--- config.mk ---
export PLATFORM = sky130hd
export DESIGN_NAME = hlw_decode
export DESIGN_NICKNAME = d
export VERILOG_FILES = /design/src/rtl/hlw_pkg.sv /design/src/rtl/hlw_fields.sv /design/src/rtl/hlw_classify.sv /design/src/rtl/hlw_outreg.sv /design/src/rtl/hlw_decode.sv
export SDC_FILE = /design/constraint.sdc
export NUM_CORES = 1
export LEC_CHECK = 0
export CORE_ASPECT_RATIO = 0.7
export CORE_MARGIN = 4
export CORE_UTILIZATION = 36
export CTS_CLUSTER_DIAMETER = 200
export DETAILED_ROUTE_END_ITERATION = 8
export MAX_ROUTING_LAYER = met4
export PLACE_DENSITY = 0.78
export SYNTH_ARGS = -nofsm -noshare
export SYNTH_HDL_FRONTEND = slang
export SYNTH_SLANG_ARGS = --single-unit
--- constraint.sdc ---
create_clock -name clk -period 1.2 [get_ports clk]
set_input_delay 0.12 -clock clk [delete_from_list [all_inputs] [get_ports clk]]
set_output_delay 0.12 -clock clk [all_outputs]
set_load 0.005 [all_outputs]
--- src/rtl/hlw_pkg.sv ---
// hlw_pkg: shared widths, field positions, codes and record types for the
// halfword load / preload decoder. Assumes a fixed 32-bit instruction word.
package hlw_pkg;

    localparam int INSN_W   = 32;
    localparam int REG_W    = 4;
    localparam int IMM_W    = 12;
    localparam int NIMM_W   = 8;
    localparam int SH_W     = 2;
    localparam int OP1_W    = 2;
    localparam int OP2_W    = 6;
    localparam int SEL_W    = 3;
    localparam int CLS_W    = 3;
    localparam int MODE_W   = 2;

    // Bit positions the decode depends on
    localparam int OP1_LO   = 23;
    localparam int OP2_LO   = 6;
    localparam int BASE_LO  = 16;
    localparam int DEST_LO  = 12;
    localparam int IDX_LO   = 0;
    localparam int SH_LO    = 4;
    localparam int SEL_LO   = 8;
    localparam int WI_BIT   = 21;
    localparam int DIR_BIT  = 23;

    localparam logic [REG_W-1:0] PC_REG = {REG_W{1'b1}};

    typedef enum logic [CLS_W-1:0] {
        CLS_LDUH  = 3'd0,
        CLS_LDSH  = 3'd1,
        CLS_PLD   = 3'd2,
        CLS_PLDW  = 3'd3,
        CLS_NOP   = 3'd4,
        CLS_UNDEF = 3'd5
    } hw_cls_e;

    typedef enum logic [MODE_W-1:0] {
        AM_LIT = 2'd0,
        AM_IMM = 2'd1,
        AM_REG = 2'd2,
        AM_USR = 2'd3
    } hw_am_e;

    typedef struct packed {
        logic [OP1_W-1:0]  op1;
        logic [OP2_W-1:0]  op2;
        logic [REG_W-1:0]  base;
        logic [REG_W-1:0]  dest;
        logic [REG_W-1:0]  idx;
        logic [IMM_W-1:0]  wimm;
        logic [NIMM_W-1:0] nimm;
        logic [SH_W-1:0]   sh;
        logic              wintent;
        logic              dir;
        logic [SEL_W-1:0]  sel;
    } hw_fields_t;

    typedef struct packed {
        hw_cls_e           cls;
        hw_am_e            mode;
        logic [REG_W-1:0]  base;
        logic [REG_W-1:0]  dest;
        logic [REG_W-1:0]  idx;
        logic [IMM_W-1:0]  imm;
        logic [SH_W-1:0]   sh;
        logic              add;
        logic              pre;
        logic              wb;
        logic              mem;
    } hw_dec_t;

endpackage

--- src/rtl/hlw_fields.sv ---
// hlw_fields: slices an instruction word into its named fields.
// Assumes the fixed field positions in hlw_pkg; purely combinational.
module hlw_fields
    import hlw_pkg::*;
(
    input  logic [INSN_W-1:0] insn,
    output hw_fields_t        f
);

    // Bits not used by this instruction group
    logic unused_bits;
    assign unused_bits = ^{insn[INSN_W-1:OP1_LO+OP1_W], insn[22], insn[20]};

    // Field extraction
    always_comb begin
        f.op1     = insn[OP1_LO  +: OP1_W];
        f.op2     = insn[OP2_LO  +: OP2_W];
        f.base    = insn[BASE_LO +: REG_W];
        f.dest    = insn[DEST_LO +: REG_W];
        f.idx     = insn[IDX_LO  +: REG_W];
        f.wimm    = insn[0       +: IMM_W];
        f.nimm    = insn[0       +: NIMM_W];
        f.sh      = insn[SH_LO   +: SH_W];
        f.wintent = insn[WI_BIT];
        f.dir     = insn[DIR_BIT];
        f.sel     = insn[SEL_LO  +: SEL_W];
    end

endmodule

--- src/rtl/hlw_classify.sv ---
// hlw_classify: turns the extracted fields into a decoded record.
// Assumes nothing beyond the current word; combinational, no state.
// No-op and undefined results carry an all-zero record apart from the class.
module hlw_classify
    import hlw_pkg::*;
(
    input  hw_fields_t f,
    output hw_dec_t    d
);

    logic base_pc, dest_pc;
    logic op2_zero, op2_sub, op2_usr, op2_idx;
    logic sel_ok;

    // Special-register and sub-opcode pattern tests
    always_comb begin
        base_pc  = (f.base == PC_REG);
        dest_pc  = (f.dest == PC_REG);
        op2_zero = (f.op2 == '0);
        op2_sub  = (f.op2[OP2_W-1:2] == 4'hC);
        op2_usr  = (f.op2[OP2_W-1:2] == 4'hE);
        op2_idx  = ((f.op2 & 6'h24) == 6'h24) || op2_sub;
        sel_ok   = (f.sel == 3'd1) || (f.sel == 3'd3) || (f.sel == 3'd4) ||
                   (f.sel == 3'd5) || (f.sel == 3'd7);
    end

    // Space selection and record assembly
    always_comb begin
        d      = '0;
        d.cls  = CLS_UNDEF;
        d.mode = AM_LIT;
        if (base_pc && dest_pc) begin
            d.cls = f.op1[1] ? CLS_NOP : CLS_UNDEF;
        end else if (base_pc) begin
            d.cls  = f.op1[1] ? CLS_LDSH : CLS_LDUH;
            d.mode = AM_LIT;
            d.base = PC_REG;
            d.dest = f.dest;
            d.imm  = f.wimm;
            d.add  = f.dir;
            d.pre  = 1'b1;
            d.mem  = 1'b1;
        end else if (dest_pc) begin
            unique case (f.op1)
                2'd0: begin
                    if (op2_zero) begin
                        d.cls  = f.wintent ? CLS_PLDW : CLS_PLD;
                        d.mode = AM_REG;
                        d.base = f.base;
                        d.idx  = f.idx;
                        d.sh   = f.sh;
                        d.add  = 1'b1;
                        d.pre  = 1'b1;
                        d.mem  = 1'b1;
                    end else if (op2_sub) begin
                        d.cls  = f.wintent ? CLS_PLDW : CLS_PLD;
                        d.mode = AM_IMM;
                        d.base = f.base;
                        d.imm  = {{(IMM_W-NIMM_W){1'b0}}, f.nimm};
                        d.pre  = 1'b1;
                        d.mem  = 1'b1;
                    end
                end
                2'd1: begin
                    d.cls  = f.wintent ? CLS_PLDW : CLS_PLD;
                    d.mode = AM_IMM;
                    d.base = f.base;
                    d.imm  = f.wimm;
                    d.add  = 1'b1;
                    d.pre  = 1'b1;
                    d.mem  = 1'b1;
                end
                2'd2: begin
                    if (op2_zero || op2_sub) d.cls = CLS_NOP;
                end
                default: d.cls = CLS_NOP;
            endcase
        end else begin
            if (f.op1[0]) begin
                d.cls  = f.op1[1] ? CLS_LDSH : CLS_LDUH;
                d.mode = AM_IMM;
                d.base = f.base;
                d.dest = f.dest;
                d.imm  = f.wimm;
                d.add  = 1'b1;
                d.pre  = 1'b1;
                d.mem  = 1'b1;
            end else if (op2_zero) begin
                d.cls  = f.op1[1] ? CLS_LDSH : CLS_LDUH;
                d.mode = AM_REG;
                d.base = f.base;
                d.dest = f.dest;
                d.idx  = f.idx;
                d.sh   = f.sh;
                d.add  = 1'b1;
                d.pre  = 1'b1;
                d.mem  = 1'b1;
            end else if (op2_usr) begin
                d.cls  = f.op1[1] ? CLS_LDSH : CLS_LDUH;
                d.mode = AM_USR;
                d.base = f.base;
                d.dest = f.dest;
                d.imm  = {{(IMM_W-NIMM_W){1'b0}}, f.nimm};
                d.add  = 1'b1;
                d.pre  = 1'b1;
                d.mem  = 1'b1;
            end else if (op2_idx && sel_ok) begin
                d.cls  = f.op1[1] ? CLS_LDSH : CLS_LDUH;
                d.mode = AM_IMM;
                d.base = f.base;
                d.dest = f.dest;
                d.imm  = {{(IMM_W-NIMM_W){1'b0}}, f.nimm};
                d.pre  = f.sel[2];
                d.add  = f.sel[1];
                d.wb   = f.sel[0];
                d.mem  = 1'b1;
            end
        end
    end

endmodule

--- src/rtl/hlw_outreg.sv ---
// hlw_outreg: one-stage output register for the decoded record.
// Assumes synchronous active-low reset; record loads only with a valid word.
module hlw_outreg
    import hlw_pkg::*;
(
    input  logic    clk,
    input  logic    rst_n,
    input  logic    in_valid,
    input  hw_dec_t d_in,
    output logic    q_valid,
    output hw_dec_t q
);

    // Capture valid every cycle and the record on valid words
    always_ff @(posedge clk) begin
        if (!rst_n) begin
            q_valid <= 1'b0;
            q       <= '0;
        end else begin
            q_valid <= in_valid;
            if (in_valid) q <= d_in;
        end
    end

endmodule

--- src/rtl/hlw_decode.sv ---
// hlw_decode: top of the halfword load / preload decoder. Field slicing and
// classification are combinational; one register stage drives the outputs.
// Assumes one instruction per cycle and no backpressure.
module hlw_decode
    import hlw_pkg::*;
(
    input  logic                  clk,
    input  logic                  rst_n,
    input  logic                  in_valid,
    input  logic [INSN_W-1:0]     in_insn,
    output logic                  out_valid,
    output logic [CLS_W-1:0]      out_cls,
    output logic [MODE_W-1:0]     out_mode,
    output logic [REG_W-1:0]      out_base,
    output logic [REG_W-1:0]      out_dest,
    output logic [REG_W-1:0]      out_index,
    output logic [IMM_W-1:0]      out_imm,
    output logic [SH_W-1:0]       out_shift,
    output logic                  out_add,
    output logic                  out_pre,
    output logic                  out_wb,
    output logic                  out_mem
);

    hw_fields_t fields;
    hw_dec_t    dec_c;
    hw_dec_t    dec_q;

    hlw_fields u_fields (
        .insn (in_insn),
        .f    (fields)
    );

    hlw_classify u_classify (
        .f (fields),
        .d (dec_c)
    );

    hlw_outreg u_outreg (
        .clk      (clk),
        .rst_n    (rst_n),
        .in_valid (in_valid),
        .d_in     (dec_c),
        .q_valid  (out_valid),
        .q        (dec_q)
    );

    // Flatten the registered record onto the ports
    always_comb begin
        out_cls   = dec_q.cls;
        out_mode  = dec_q.mode;
        out_base  = dec_q.base;
        out_dest  = dec_q.dest;
        out_index = dec_q.idx;
        out_imm   = dec_q.imm;
        out_shift = dec_q.sh;
        out_add   = dec_q.add;
        out_pre   = dec_q.pre;
        out_wb    = dec_q.wb;
        out_mem   = dec_q.mem;
    end

endmodule

* After elaboration in Yosys (flattened, before gate mapping)
Index checks and enable logic that the tools add are counted. W data, S select, Z words.
Cells by class: equal/unequal tests 12, reduce and logical (&&, ||, !) cells 10, multiplexer cells 54
Operator list (count):
- $mux W13 | 5
- $mux W12 | 5
- $mux W32 | 1
- $mux W9 | 3
- $mux W4 | 6
- $pmux W12 S2 | 1
- $mux W20 | 1
- $eq A4 B4 Y1 const B | 4
- $mux W1 | 16
- $mux W2 | 8
- $mux W8 | 2
- $pmux W6 S2 | 1
- $eq A3 B3 Y1 const B | 3
- $pmux W3 S3 | 1
- $logic_not A6 Y1 | 1
- $logic_or A1 B1 Y1 | 6
- $mux W3 | 2
- $eq A2 B2 Y1 const B | 2
- $pmux W2 S2 | 1
- $eq A3 B1 Y1 const B | 1
- $eq A3 B2 Y1 const B | 1
- $eq A2 B1 Y1 const B | 1
- $logic_and A1 B1 Y1 | 2
- $logic_not A2 Y1 | 1
- $pmux W1 S2 | 1
Storage, ports and cells: word-level logic and storage cells 88, output and inout bits 36, bits of input ports 35, register bits after elaboration 36

* Depth between registers and ports, before layout
word-level depth 13, depth in mapped cells 6, depth with buffers taken out 4

* By module
Synthesis repeated with hierarchy kept, for this count alone.
Second synthesis, totals: cells, all modules 261, area total of the unflattened synthesis 2393.5 um^2
Modules (own cells, without submodules):
- hlw_outreg | cells an instance 114, seq. area each 720.7 um^2, area each 1378.8 um^2, times used 1
- hlw_classify | cells an instance 100, seq. area each 0.0 um^2, area each 661.9 um^2, times used 1
- hlw_fields | cells an instance 47, seq. area each 0.0 um^2, area each 352.8 um^2, times used 1

* Worst setup path before layout
Ideal clock, no wire load.
path kind input to register, from input port in_insn[23], to register u_outreg.q[34] (netlist bit), data arrival time 1.219 ns, setup slack -0.137 ns, cell stages on the path 5, setup time 0.117 ns, path through clkbuf_1 -> a21o_2 -> o221ai_2 -> o311a_4 -> a32o_1
Between the ends: longest elaborated chain between the ends 5, elaborated cells on any way between the ends 8
Ends and longest elaborated chain:
- start: declaration | RTL line hlw_decode.sv:10 | input logic [INSN_W-1:0] in_insn,
- $eq A2 B2 Y1, or another cell as far along | RTL line hlw_classify.sv:44 | unique case (f.op1)
- $pmux W3 S3 | RTL line hlw_classify.sv:44
- $mux W9 (*) | RTL line hlw_classify.sv:43 | end else if (dest_pc) begin
- $mux W13 (*) | RTL line hlw_classify.sv:34 | end else if (base_pc) begin
- $mux W3 (*) | RTL line hlw_classify.sv:32 | if (base_pc && dest_pc) begin
- end signal: assignment | RTL line hlw_outreg.sv:21 | if (in_valid) q <= d_in;
- end: declaration | RTL line hlw_outreg.sv:11 | output hw_dec_t q
Every way passes the cells marked *; elsewhere a longest branch is shown, timed or not. A chain may end at the register's enable or synchronous reset.

* Worst setup path in the final report
from input port in_insn[6], to register u_outreg.q[34] (netlist bit)
Between the ends: longest elaborated chain between the ends 6, elaborated cells on any way between the ends 8
Ends and longest elaborated chain:
- $logic_not A6 Y1 (*) | RTL line hlw_classify.sv:19 | op2_zero = (f.op2 == '0);
- $mux W9 or $mux W13 (tied branches) | RTL line hlw_classify.sv:46, hlw_classify.sv:88
- $pmux W3 S3 or $mux W13 (tied branches) | RTL line hlw_classify.sv:44, hlw_classify.sv:79
- $mux W9 (*) | RTL line hlw_classify.sv:43
- $mux W13 (*) | RTL line hlw_classify.sv:34
- $mux W3 (*) | RTL line hlw_classify.sv:32
Marks and branches as above.

==> results.toml <==
[routing]
post-route-drc-count = 0
drt_first_pass_iters = 4
finalWirelength_mm = 4.93
ant_nets = 0
wire_per_inst_um = 16.2
routed_via_density = 5.26
dr_total_vias = 1603
drt_iter0_markers = 140

[timing]
fin_setup_tns_ns = -0.0275
final_max_slew_viol_count = 0
slew_headroom = 0.765
finalCriticalPeriod_ns = 1.23
fmax_mhz = 815
setup_viol = 1
hold_viol = 0
rsz0062_at_grt = "true"
tightestPinTransition_ns = 0.350
worst_slack_ns = -0.0275
fin_skew_ns = 0
finalCritPeriodShare = 1.02

[clocking]
clk_pin_slew_worst_paths_ns = 0.07
cts_made_buffers = 5
cts_sinks = 36
cts-root-buf = "clkbuf_8"
cts_tree = "done"
cts_buffer_depth = 2
clk_latency_ns = 0.28
htreeDepth = 2
holdBufCountCts = 0

[global_routing]
grt.total_usage = 0.200
grt_start_max_net_pins = 19
grt_overflow_total = 0
grt_pass1_vias = 1566
antenna_found_initial = 0
grt_pass1_wl_mm = 7.78

[status]
violations = "setup timing"
status = "finished, violations left"

[layout]
stdcell_area_um2 = 2550
multiInputGateArea_um2 = 811
fill_cells = 337
mostFrequentLayoutCells = "45 x dlygate4sd2_1, 35 x buf_4, 33 x dfxtp_1"
diodes = 0
final_common_cell = "dlygate4sd2_1"
regArea_um2 = 724
fin_nets = 288
drive_above_1_share = 0.324
area_growth_syn_to_layout_pct = 70.2

[placed_design]
placed_area_um2 = 2400
io_buffers = 61
dp_hpwl_mm = 3.58
gp_congestion = 0.905

[floorplan]
start_util = 0.378
dieArea_um2 = 5280
die_h_um = 62.0
rows = 19
pin_count = 71
coreArea_um2 = 3970
dieWidth_um = 85.1

[setup_path]
crit_chain = "buf_6 -> nor4_4 -> o221ai_2 -> o311a_4 -> a32o_1"
cp.arrival_ns = 1.40
worstPathRequired_ns = 1.38
slowest_delay_ns = 0.39
criticalPathCategory = "in -> reg"
start_kind = "input pin"
crit_path_end_kind = "flip-flop"
ff2ff_path_depth = 2
path_max_fanout = 7
crit_slowest_cell = "nor4_4"

[power]
p_leak_nw = 1.19
powerDensity_nw_per_um2 = 1060
finalPower_mw = 2.69
worst_ir_drop_vdd_v = 0.000783

[synthesis]
async_flop_share = 0
avgSynthCellArea_um2 = 9.67
synth_top_family_by_area = "compound AO/OA/AOI/OAI gates"
synth_cells = 155
syn_area_um2 = 1500
yosysSeqAreaShare = 0.481
synth_ff_type = "dfxtp_1"
ys_seq_elements = 36
synth_nets = 190
synth_compound_gate_area_share = 0.298
muxShareOfSynthArea = 0.0267
synth_cell_types = 39
synth-simple-area-share = 0.157
synth-edff-count = 0
synthXorXnorAreaFrac = 0.00584
ys.warnings.count = 0
synth_fa_ha_area_frac = 0

[hold_path]
hold_class = "in -> reg"
hold_path_depth = 2

[job]
drv_cap = 0
registers in the layout, indices dropped and copies added (netlist names):
signal / cells
u_outreg.q: 35
u_outreg.q_valid: 1
routing by layer:
layer	up-vias	wire length [um]	global-route usage
met5	-	0	-
met4	0	44	0.0767
met3	4	383	0.0422
met2	68	2120	0.296
met1	745	2380	0.271
li1	786	-	-
repair_timing:
item | 4_1_cts | 5_1_grt
endpoints found under the setup margin | 70 | 31
pin swaps | 11 | 4
buffers inserted | 5 | 0
endpoints found under the hold margin | 0 | 0
gates resized for setup | 95 | 12
critical path: cells and delay by family:
kind / cells / cell delay (ns)
buffers and inverters: 1 / 0.10
AOI/OAI and AO/OA: 3 / 0.81
and+or+nand+nor: 1 / 0.39
cell type report:
| cell class | instances | share of cell area |
|---|---|---|
| Tap cell | 52 | 0.0255 |
| Inverter | 3 | 0.00441 |
| Sequential cell | 36 | 0.284 |
| Multi-Input combinational cell | 107 | 0.318 |
| Timing Repair Buffer | 100 | 0.331 |
| Clock buffer | 7 | 0.0378 |
final timing paths:
path	startpoint	endpoint	slack (ns)
worst min-delay path	in_insn[10]	u_outreg.q[16]	0.08
worst max-delay path	in_insn[6]	u_outreg.q[34]	-0.03
worst max register to register	u_outreg.q[32]	u_outreg.q[32]	0.43
worst min register to register	u_outreg.q[30]	u_outreg.q[30]	0.45
logic make-up after synthesis:
group	count (synthesis)
flip-flops	36
AO/OA/AOI/OAI	56
multiplexers	4
AND/OR/NAND/NOR	46
buffers and inverters	12
XOR/XNOR	1
cells in the mapped netlist, types with 2 or more instances:
library cell	n	area share
dfxtp_1	36	0.48
nand2_1	27	0.068
o31ai_1	10	0.050
a21oi_1	9	0.030
a22o_1	7	0.041
a32o_1	7	0.047
clkbuf_1	7	0.018
a211oi_1	5	0.025
mux2i_1	4	0.027
nor2_1	4	0.010
o21ai_0	4	0.013
a211o_2	2	0.013
a21o_2	2	0.012
and4_1	2	0.012
buf_2	2	0.0067
inv_1	2	0.0050
nand3_1	2	0.0067
nand4_1	2	0.0083
metrics by stage:
step	util	hold slack [ns]	instances	setup WS (ns)
2_1_floorplan	-	0.246	155	-0.123
3_3_place_gp	0.604	0.437	293	-0.708
3_5_place_dp	0.604	0.445	293	-0.728
4_1_cts	0.634	0.0826	305	0.000903
5_1_grt	0.643	0.0854	305	-0.0720
6_report	0.643	0.0759	305	-0.0275
power by group:
part	total [mW]	switching [mW]	internal [mW]	leakage, nW
Combinational	0.489	0.231	0.258	0.844
Sequential	1.28	0.0270	1.25	0.295
Clock	0.925	0.414	0.511	0.0503
Note: power is estimated with default switching activity, not from simulation.
